[src/rtl/hostreg_pkg.sv]
package hostreg_pkg;

  localparam int PTR_W = 5;
  localparam int NSLOT = 1 << PTR_W;

  // slot addresses
  localparam logic [PTR_W-1:0] A_OWNID     = 5'h00;
  localparam logic [PTR_W-1:0] A_TC_HI     = 5'h12;
  localparam logic [PTR_W-1:0] A_TC_MID    = 5'h13;
  localparam logic [PTR_W-1:0] A_TC_LO     = 5'h14;
  localparam logic [PTR_W-1:0] A_DSTID     = 5'h15;
  localparam logic [PTR_W-1:0] A_STORE_TOP = 5'h16;
  localparam logic [PTR_W-1:0] A_STATUS    = 5'h17;
  localparam logic [PTR_W-1:0] A_CMD       = 5'h18;
  localparam logic [PTR_W-1:0] A_ZERO_TOP  = 5'h1A;
  localparam logic [PTR_W-1:0] A_AUX       = 5'h1F;

  // command codes
  localparam logic [7:0] CMD_RESET   = 8'h00;
  localparam logic [7:0] CMD_SEL_ATN = 8'h06;
  localparam logic [7:0] CMD_SEL     = 8'h07;

  // status codes
  localparam logic [7:0] ST_RST     = 8'h00;
  localparam logic [7:0] ST_RST_ADV = 8'h01;
  localparam logic [7:0] ST_XEND    = 8'h16;
  localparam logic [7:0] ST_SELTO   = 8'h42;
  localparam logic [7:0] ST_DISC    = 8'h85;

  // aux status bit positions
  localparam int AUXB_DBR = 0;
  localparam int AUXB_CIP = 4;
  localparam int AUXB_BSY = 5;
  localparam int AUXB_LCI = 6;
  localparam int AUXB_INT = 7;

  localparam int OWN_ADV_BIT = 3;

  typedef enum logic {ENG_IDLE, ENG_RUN} eng_state_e;

endpackage

[src/rtl/hr_ptr.sv]
module hr_ptr
  import hostreg_pkg::*;
(
  input  logic             clk,
  input  logic             rst_n,
  input  logic             load_en,
  input  logic [PTR_W-1:0] load_val,
  input  logic             step_en,
  output logic [PTR_W-1:0] ptr
);
  logic [PTR_W-1:0] ptr_q, ptr_n;

  always_comb begin
    ptr_n = ptr_q;
    if (load_en)      ptr_n = load_val;
    else if (step_en) ptr_n = ptr_q + 1'b1;
  end

  always_ff @(posedge clk or negedge rst_n) begin
    if (!rst_n) ptr_q <= '0;
    else        ptr_q <= ptr_n;
  end

  assign ptr = ptr_q;

  p_ptr_load_r1: assert property (@(posedge clk) disable iff (!rst_n)
    load_en |=> ptr_q == $past(load_val));

  p_ptr_step_r2: assert property (@(posedge clk) disable iff (!rst_n)
    (step_en && !load_en) |=> ptr_q == $past(ptr_q) + 1'b1);

endmodule

[src/rtl/hr_xfer_cnt.sv]
module hr_xfer_cnt #(
  parameter int NBYTES = 3
) (
  input  logic                clk,
  input  logic                rst_n,
  input  logic [NBYTES-1:0]   byte_we,
  input  logic [7:0]          wdata,
  input  logic                clr,
  output logic [8*NBYTES-1:0] count
);
  localparam int CW = 8 * NBYTES;
  logic [CW-1:0] cnt_q, cnt_n;

  for (genvar g = 0; g < NBYTES; g++) begin : g_byte
    always_comb begin
      cnt_n[8*g +: 8] = cnt_q[8*g +: 8];
      if (clr)             cnt_n[8*g +: 8] = 8'h00;
      else if (byte_we[g]) cnt_n[8*g +: 8] = wdata;
    end
  end

  always_ff @(posedge clk or negedge rst_n) begin
    if (!rst_n) cnt_q <= '0;
    else        cnt_q <= cnt_n;
  end

  assign count = cnt_q;

  p_top_isolated_r4: assert property (@(posedge clk) disable iff (!rst_n)
    (byte_we[NBYTES-1] && !clr) |=> $stable(cnt_q[CW-9:0]));

  p_low_isolated_r4: assert property (@(posedge clk) disable iff (!rst_n)
    (byte_we[0] && !clr) |=> $stable(cnt_q[CW-1:8]));

endmodule

[src/rtl/hr_cmd_eng.sv]
module hr_cmd_eng
  import hostreg_pkg::*;
#(
  parameter int CMD_LAT  = 4,
  parameter int TGT_BITS = 3
) (
  input  logic                     clk,
  input  logic                     rst_n,
  input  logic                     cmd_we,
  input  logic [7:0]               wdata,
  input  logic                     stat_rd,
  input  logic [TGT_BITS-1:0]      dst_id,
  input  logic                     own_adv,
  input  logic [(1<<TGT_BITS)-1:0] tgt_ack,
  output logic [7:0]               aux,
  output logic [7:0]               status,
  output logic [7:0]               cmd_code,
  output logic                     clr_regs
);
  localparam int CNT_W = (CMD_LAT > 1) ? $clog2(CMD_LAT) : 1;
  localparam logic [CNT_W-1:0] CNT_LOAD = CNT_W'(CMD_LAT - 1);

  eng_state_e          state_q, state_n;
  logic [CNT_W-1:0]    cnt_q, cnt_n;
  logic [7:0]          pend_q, pend_n;
  logic [TGT_BITS-1:0] tgt_q, tgt_n;
  logic [7:0]          stat_q, stat_n;
  logic [7:0]          code_q, code_n;
  logic                int_q, int_n;
  logic                accept, runs, done, cip;

  assign cip    = (state_q == ENG_RUN);
  assign accept = cmd_we && !cip;
  assign runs   = (wdata == CMD_RESET) || (wdata == CMD_SEL_ATN) || (wdata == CMD_SEL);
  assign done   = cip && (cnt_q == '0);

  always_comb begin
    state_n = state_q;
    cnt_n   = cnt_q;
    pend_n  = pend_q;
    tgt_n   = tgt_q;
    stat_n  = stat_q;
    code_n  = code_q;
    int_n   = int_q;

    if (stat_rd) begin
      if (stat_q == ST_XEND) begin
        stat_n = ST_DISC;
        int_n  = 1'b1;
      end else begin
        int_n  = 1'b0;
      end
    end

    if (accept) begin
      code_n = wdata;
      if (runs) begin
        state_n = ENG_RUN;
        cnt_n   = CNT_LOAD;
        pend_n  = wdata;
        tgt_n   = dst_id;
        int_n   = 1'b0;
      end
    end

    if (cip && !done) cnt_n = cnt_q - 1'b1;

    if (done) begin
      state_n = ENG_IDLE;
      int_n   = 1'b1;
      if (pend_q == CMD_RESET) begin
        stat_n = own_adv ? ST_RST_ADV : ST_RST;
        code_n = 8'h00;
      end else begin
        stat_n = tgt_ack[tgt_q] ? ST_XEND : ST_SELTO;
      end
    end
  end

  always_ff @(posedge clk or negedge rst_n) begin
    if (!rst_n) begin
      state_q <= ENG_IDLE;
      cnt_q   <= '0;
      pend_q  <= '0;
      tgt_q   <= '0;
      stat_q  <= '0;
      code_q  <= '0;
      int_q   <= 1'b1;
    end else begin
      state_q <= state_n;
      cnt_q   <= cnt_n;
      pend_q  <= pend_n;
      tgt_q   <= tgt_n;
      stat_q  <= stat_n;
      code_q  <= code_n;
      int_q   <= int_n;
    end
  end

  always_comb begin
    aux           = 8'h00;
    aux[AUXB_INT] = int_q;
    aux[AUXB_BSY] = cip;
    aux[AUXB_CIP] = cip;
    aux[AUXB_LCI] = 1'b0;
    aux[AUXB_DBR] = 1'b0;
  end

  assign status   = stat_q;
  assign cmd_code = code_q;
  assign clr_regs = done && (pend_q == CMD_RESET);

  p_cmd_lockout_r7: assert property (@(posedge clk) disable iff (!rst_n)
    (cmd_we && cip) |=> $stable(code_q));

  p_done_raises_int_r6: assert property (@(posedge clk) disable iff (!rst_n)
    $fell(cip) |-> int_q);

  p_stat_rd_clears_r10: assert property (@(posedge clk) disable iff (!rst_n)
    (stat_rd && !done && stat_q != ST_XEND) |=> !int_q);

  p_stat_rd_disc_r10: assert property (@(posedge clk) disable iff (!rst_n)
    (stat_rd && !done && stat_q == ST_XEND) |=> (stat_q == ST_DISC) && int_q);

endmodule

[src/rtl/hostreg_ctl.sv]
module hostreg_ctl
  import hostreg_pkg::*;
#(
  parameter int CMD_LAT  = 4,
  parameter int TGT_BITS = 3
) (
  input  logic                     clk,
  input  logic                     rst_n,
  input  logic                     cs,
  input  logic                     port_sel,
  input  logic                     rd,
  input  logic                     wr,
  input  logic [7:0]               wdata,
  input  logic [(1<<TGT_BITS)-1:0] tgt_ack,
  output logic [7:0]               rdata
);
  localparam int TC_BYTES = 3;

  logic [1:0]       rs_q;
  logic             rst_i_n;
  logic [PTR_W-1:0] ptr;
  logic             addr_we, data_acc, dwr, drd;
  logic [7:0]       slot_q [NSLOT];
  logic [TC_BYTES-1:0]   tc_we;
  logic [8*TC_BYTES-1:0] tc;
  logic [7:0]       aux, status, cmd_code;
  logic             clr_regs;

  // reset: asserted asynchronously, released on the clock
  always_ff @(posedge clk or negedge rst_n) begin
    if (!rst_n) rs_q <= 2'b00;
    else        rs_q <= {rs_q[0], 1'b1};
  end
  assign rst_i_n = rs_q[1];

  assign addr_we  = cs && !port_sel && wr;
  assign data_acc = cs && port_sel && (rd || wr);
  assign dwr      = cs && port_sel && wr;
  assign drd      = cs && port_sel && rd && !wr;

  hr_ptr u_ptr (
    .clk      (clk),
    .rst_n    (rst_i_n),
    .load_en  (addr_we),
    .load_val (wdata[PTR_W-1:0]),
    .step_en  (data_acc),
    .ptr      (ptr)
  );

  // general storage slots; transfer-count slots and upper slots hold no flops
  for (genvar g = 0; g < NSLOT; g++) begin : g_slot
    if (g <= int'(A_STORE_TOP) && g != int'(A_TC_HI) &&
        g != int'(A_TC_MID) && g != int'(A_TC_LO)) begin : g_reg
      logic [7:0] nxt;
      always_comb begin
        nxt = slot_q[g];
        if (clr_regs && g != int'(A_OWNID))          nxt = 8'h00;
        else if (dwr && ptr == PTR_W'(g))             nxt = wdata;
      end
      always_ff @(posedge clk or negedge rst_i_n) begin
        if (!rst_i_n) slot_q[g] <= 8'h00;
        else          slot_q[g] <= nxt;
      end
    end else begin : g_none
      assign slot_q[g] = 8'h00;
    end
  end

  assign tc_we[2] = dwr && (ptr == A_TC_HI);
  assign tc_we[1] = dwr && (ptr == A_TC_MID);
  assign tc_we[0] = dwr && (ptr == A_TC_LO);

  hr_xfer_cnt #(.NBYTES(TC_BYTES)) u_tc (
    .clk     (clk),
    .rst_n   (rst_i_n),
    .byte_we (tc_we),
    .wdata   (wdata),
    .clr     (clr_regs),
    .count   (tc)
  );

  hr_cmd_eng #(.CMD_LAT(CMD_LAT), .TGT_BITS(TGT_BITS)) u_eng (
    .clk      (clk),
    .rst_n    (rst_i_n),
    .cmd_we   (dwr && (ptr == A_CMD)),
    .wdata    (wdata),
    .stat_rd  (drd && (ptr == A_STATUS)),
    .dst_id   (slot_q[A_DSTID][TGT_BITS-1:0]),
    .own_adv  (slot_q[A_OWNID][OWN_ADV_BIT]),
    .tgt_ack  (tgt_ack),
    .aux      (aux),
    .status   (status),
    .cmd_code (cmd_code),
    .clr_regs (clr_regs)
  );

  always_comb begin
    if (!port_sel) begin
      rdata = aux;
    end else begin
      case (ptr)
        A_TC_HI:  rdata = tc[23:16];
        A_TC_MID: rdata = tc[15:8];
        A_TC_LO:  rdata = tc[7:0];
        A_STATUS: rdata = status;
        A_CMD:    rdata = cmd_code;
        A_AUX:    rdata = aux;
        default: begin
          if (ptr <= A_STORE_TOP)     rdata = slot_q[ptr];
          else if (ptr <= A_ZERO_TOP) rdata = 8'h00;
          else                        rdata = 8'hFF;
        end
      endcase
    end
  end

  p_aux_idle_bits_r6: assert property (@(posedge clk) disable iff (!rst_i_n)
    (!port_sel) |-> (rdata[AUXB_LCI] == 1'b0 && rdata[AUXB_DBR] == 1'b0 &&
                     rdata[AUXB_CIP] == rdata[AUXB_BSY]));

endmodule

[config.mk]
export PLATFORM = sky130hd
export DESIGN_NAME = hostreg_ctl
export DESIGN_NICKNAME = d
export VERILOG_FILES = /design/src/rtl/hostreg_pkg.sv /design/src/rtl/hr_ptr.sv /design/src/rtl/hr_xfer_cnt.sv /design/src/rtl/hr_cmd_eng.sv /design/src/rtl/hostreg_ctl.sv
export SDC_FILE = /design/constraint.sdc
export NUM_CORES = 1
export LEC_CHECK = 0
export BUFFER_PORTS_ARGS = -buffer_cell sky130_fd_sc_hd__buf_2
export CORE_ASPECT_RATIO = 0.8
export CORE_MARGIN = 5
export CORE_UTILIZATION = 25
export DETAILED_ROUTE_END_ITERATION = 10
export SLEW_MARGIN = 25
export SYNTH_ARGS = -nofsm -noshare
export SYNTH_HDL_FRONTEND = slang
export SYNTH_SLANG_ARGS = --single-unit
[constraint.sdc]
create_clock -name clk -period 20.9 [get_ports clk]
set_input_delay 4.18 -clock clk [delete_from_list [all_inputs] [get_ports clk]]
set_output_delay 4.18 -clock clk [all_outputs]
set_load 0.02 [all_outputs]
# == Word level (Yosys, flattened, before mapping) ==
# Index checks and enable logic that the tools add are counted.
# classes
div,0
eq_ne,28
n_mul,0
add_sub_neg,2
shifts,0
n_bitwise,1
n_reduce_logical,80
magnitude_cmp,4
muxes,75
# ops
operator,count
8-bit two-way mux,56
2-bit nonzero test,29
"5-bit == test, second input constant",10
8-bit case mux with 6 select lines,1
8-bit binary-select mux with 5-bit select,1
"5-bit by 4-bit == test with 1-bit output, second input constant",8
1-bit logical AND,36
"5-bit by 3-bit == test with 1-bit output, second input constant",4
"8-bit by 3-bit == test with 1-bit output, second input constant",2
8-bit zero test,2
"5-bit by 2-bit == test with 1-bit output, second input constant",2
"5-bit less-or-equal comparator, second input constant",2
1-bit two-way mux,10
5-bit two-way mux,2
"8-bit by 5-bit == test with 1-bit output, second input constant",1
2-bit AND reduction,4
7-bit two-way mux,1
"6-bit >= comparator, second input constant",1
2-bit two-way mux,3
5-bit NOT with 6-bit output,1
"5-bit by 1-bit adder with 5-bit output, second input constant",1
"5-bit by 1-bit == test with 1-bit output, second input constant",1
5-bit zero test,1
1-bit zero test,4
5 further kinds,7
# word_totals
ram_bits,0
elab_cells,222
memories,0
output_inout_bits,8
regBits,222
in_bits,22
mem_bits_ro,0
latchBits,0

# == Logic depth before layout (Yosys ltp) ==
# logic_depth
word_depth,8
ltp_mapped,11
depth_no_buf,7

# == Modules after synthesis ==
# From an unflattened synthesis, not the netlist that was laid out.
# hier_totals
cells_unflattened,1047
area_unflattened_um2,11195.7
# modules_own_cells
module,cells_each,area_each_um2,n_inst,seq_area_each_um2
hostreg_ctl,828,8593.2,1,4053.9
hr_cmd_eng,118,1373.8,1,726.9
hr_xfer_cnt,77,979.7,1,600.6
hr_ptr,24,249.0,1,125.1

# == Worst setup path after synthesis ==
# No wires, ideal clock.
# synth_timing
path_type,input port to output port
start,input port_sel
end,output rdata[7]
n_path_buf,1
path_stages,6
path_slack_ns,11.467
arrival_ns,5.253
required_time_ns,16.720
cell_sequence,buf_4 -> clkinv_1 -> a21oi_1 -> o21ai_0 -> a2111oi_0 -> a211oi_1
# synth_between
elab_chain_len,1
# synth_lines
item,line,text
"start, declared",hostreg_ctl.sv:10,"input logic port_sel,"
8-bit two-way mux,hostreg_ctl.sv:98,if (!port_sel) begin
"end, declared",hostreg_ctl.sv:15,output logic [7:0] rdata
# No other way between the ends.

# == Worst setup path in the final report ==
# layout_timing
start,input port_sel
end,output rdata[4]
# The elaborated chain is that of the path after synthesis.

==> qor.yml <==
sta:
  min_period_over_period_pct: 47.1
  period_minus_slack_ns: 9.85
  rsz0062_at_grt: "no"
  finalWorstSetupSlack_ns: 11.05
  max_freq_mhz: 101
  slew_violations: 0
  hold_viol_final: 0
  fin_skew_ns: 0.0116
  setup_violations: 0
  tightest_slew_ns: 1.07
  slew_headroom_pct: 28.6
  tns_ns: 0
logic_synthesis:
  netlist_instances: 1009
  ys_ff_latch: 220
  synthDistinctLibCells: 63
  synth_area_mm2: 0.0110
  synth-edff-count: 0
  synth_area_per_cell_um2: 11.0
  synth_area_leaders: "dfrtp_1, mux2i_1, mux4_2"
  synth_top_flop_cell: "dfrtp_1"
  synth_area_leader_cell: "dfrtp_1"
  ys_warn_count: 0
  synth-async-reset-ratio_pct: 100
  yosysSeqAreaShare_pct: 49.8
  synth_top_area_share_pct: 49.6
  syn_nets: 1038
drt:
  ant_nets: 0
  vias: 7855
  drt-total-wl_mm: 30.3
  drt_iter0_markers: 903
  post_drt_wl_per_cell_um: 19.4
  via_per_inst: 5.01
  route.detailed.drc: 0
  dr.pass1.iters: 5
worst_setup_path:
  arrival_ns: 5.67
  r2r-end: "u_eng.pend_q[2]"
  endpoint_kind: "primary output"
  path_max_fanout: 10
  rrSetupSlack_ns: 17.49
  reg2reg_from: "u_ptr.ptr[0]"
  start_kind: "input pin"
  crit_required_ns: 16.72
  worst-r2r-cell-count: 6
  critPathKind: "in -> out"
die:
  die_h_um: 198
  start_util_pct: 25.5
  boundaryPins: 30
  die-area_mm2: 0.0485
  core.rowCount: 68
  die_x_um: 245
  core_mm2: 0.0434
placed_design:
  dp_slack_ns: 11.11
  place_hpwl_mm: 19.5
  dp_cells: 1529
  gp_congestion: 0.887
  io_buffers: 29
global_routing:
  grt_max_degree: 105
  grt_usage_pct: 12.3
  grt_antenna_before_repair: 0
  grt_pass1_wl_mm: 47.5
  grt-ovfl-total: 0
  grt_pass1_vias: 7666
layout:
  mostFrequentLayoutCells: "dfrtp_1, mux2i_1, nor2_1, nand2_1, a21oi_1"
  stdcell_count: 1567
  syn_to_final_growth_pct: 11.5
  antenna_cells: 0
  final_nets: 1021
  regArea_mm2: 0.00551
  drive_gt1_share_pct: 14.3
  final_core_util_pct: 28.4
  multi_input_area_mm2: 0.00514
  layout_commonest_cell: "dfrtp_1"
  nFillCells: 4484
power_and_ir_drop:
  power_density_mw_per_mm2: 118
  totalPowerFinal_mw: 1.46
  p_leak_nw: 6.10
  vdd_drop_max_v: 0.0000463
clock_tree:
  cts_setup_buffers: 0
  cts_tree: "yes"
  path_clk_slew_ns: 0.06
  ctsHoldBuffers: 0
  cts-buffers-inserted: 21
  ctsResizeCount: 0
  clock_latency_ns: 0.52
  cts_max_level: 1
  cts_root_buf: "clkbuf_16"
  numClockSinks: 220
  cts.path.max_buffers: 3
worst_hold_path:
  hp-class: "reg -> async"
run_status:
  status: "finished clean"
flow_run:
  max_cap_violations: 0
## how the worst max path moves through the flow
stage,start,to,slack (ns),depth (start not counted)
after global placement,port_sel,rdata[7],11.19,7
after global routing,port_sel,rdata[4],10.87,7
after floorplan,port_sel,rdata[7],11.47,6
after detailed placement,port_sel,rdata[4],11.11,7
after CTS,port_sel,rdata[4],11.10,7
final,port_sel,rdata[4],11.05,7
## layer usage
layer | track usage, % | vias to the layer above | wire (um)
met3 | 3.17 | 43 | 2200
met5 | 0 | - | 0
met4 | 2.62 | 0 | 635
met1 | 19.8 | 4048 | 15400
met2 | 16.3 | 220 | 12100
li1 | - | 3544 | -
## where the power goes
group / total [mW] / leakage (nW) / internal (mW) / switching, mW
registers: 0.652 / 2.97 / 0.561 / 0.0913
clock network: 0.382 / 0.333 / 0.213 / 0.169
logic: 0.425 / 2.80 / 0.181 / 0.244
## per-stage QoR
| stage | hold slack, ns | instance area, um^2 |
|---|---|---|
| after global placement | 0.338 | 11600 |
| after detailed placement | 0.346 | 11600 |
| after global routing | 0.374 | 12300 |
| after floorplan | 0.331 | 11000 |
| final | 0.349 | 12300 |
| after CTS | 0.361 | 12300 |
## sequential cells by signal, summed over array words and instances, names as in the netlist, 2 cells and up
register        count
u_eng.cmd_code      8
slot_q            160
rs_q                2
u_eng.cnt_q         2
u_tc.count         24
u_eng.pend_q        8
u_eng.tgt_q         3
u_eng.status        6
u_ptr.ptr           5
## synth_stat cells (all sizes together), types with 2 or more instances
cell,instances
o22ai,8
buf,37
a32o,3
and2,6
a22oi,20
o21ai,12
a22o,8
a211oi,9
mux4,29
nand3b,2
a41oi,2
a221o,2
mux2i,171
a21oi,47
inv,8
nor3b,2
a21o,4
nor2b,18
ha,7
dfrtp,219
nand4,2
nand2,81
mux2,17
and4b,3
clkbuf,47
nand2b,2
nand3,17
a2111oi,11
nand4b,2
nor4,8
and3,6
nor2,172
nor3,11
## logic make-up after synthesis
| family | Yosys count | share of synthesized area [%] |
|---|---|---|
| AND/OR/NAND/NOR | 337 | 14.1 |
| flip-flops | 220 | 49.8 |
| multiplexers | 217 | 23.1 |
| AO/OA/AOI/OAI | 133 | 8.23 |
| buffers and inverters | 93 | 3.75 |
| adder cells (fa/ha/maj) | 7 | 0.793 |
| other | 1 | 0.0339 |
| XOR/XNOR | 1 | 0.0793 |
## worst max-delay path: stages
cell and delay [ns]:
buf_2 0.17, clkinv_1 0.23, a221oi_1 0.30, o21ai_0 0.14, o32ai_1 0.34, a41oi_1 0.09
buf_2 0.22
## layout make-up
| cell class | instances | area share (%) |
|---|---|---|
| Clock buffer | 31 | 4.89 |
| Clock inverter | 7 | 0.518 |
| Inverter | 9 | 0.274 |
| Multi-Input combinational cell | 696 | 41.7 |
| Sequential cell | 220 | 44.7 |
| Tap cell | 560 | 5.69 |
| Timing Repair Buffer | 44 | 2.15 |
Power figures use the tool's default switching activity.
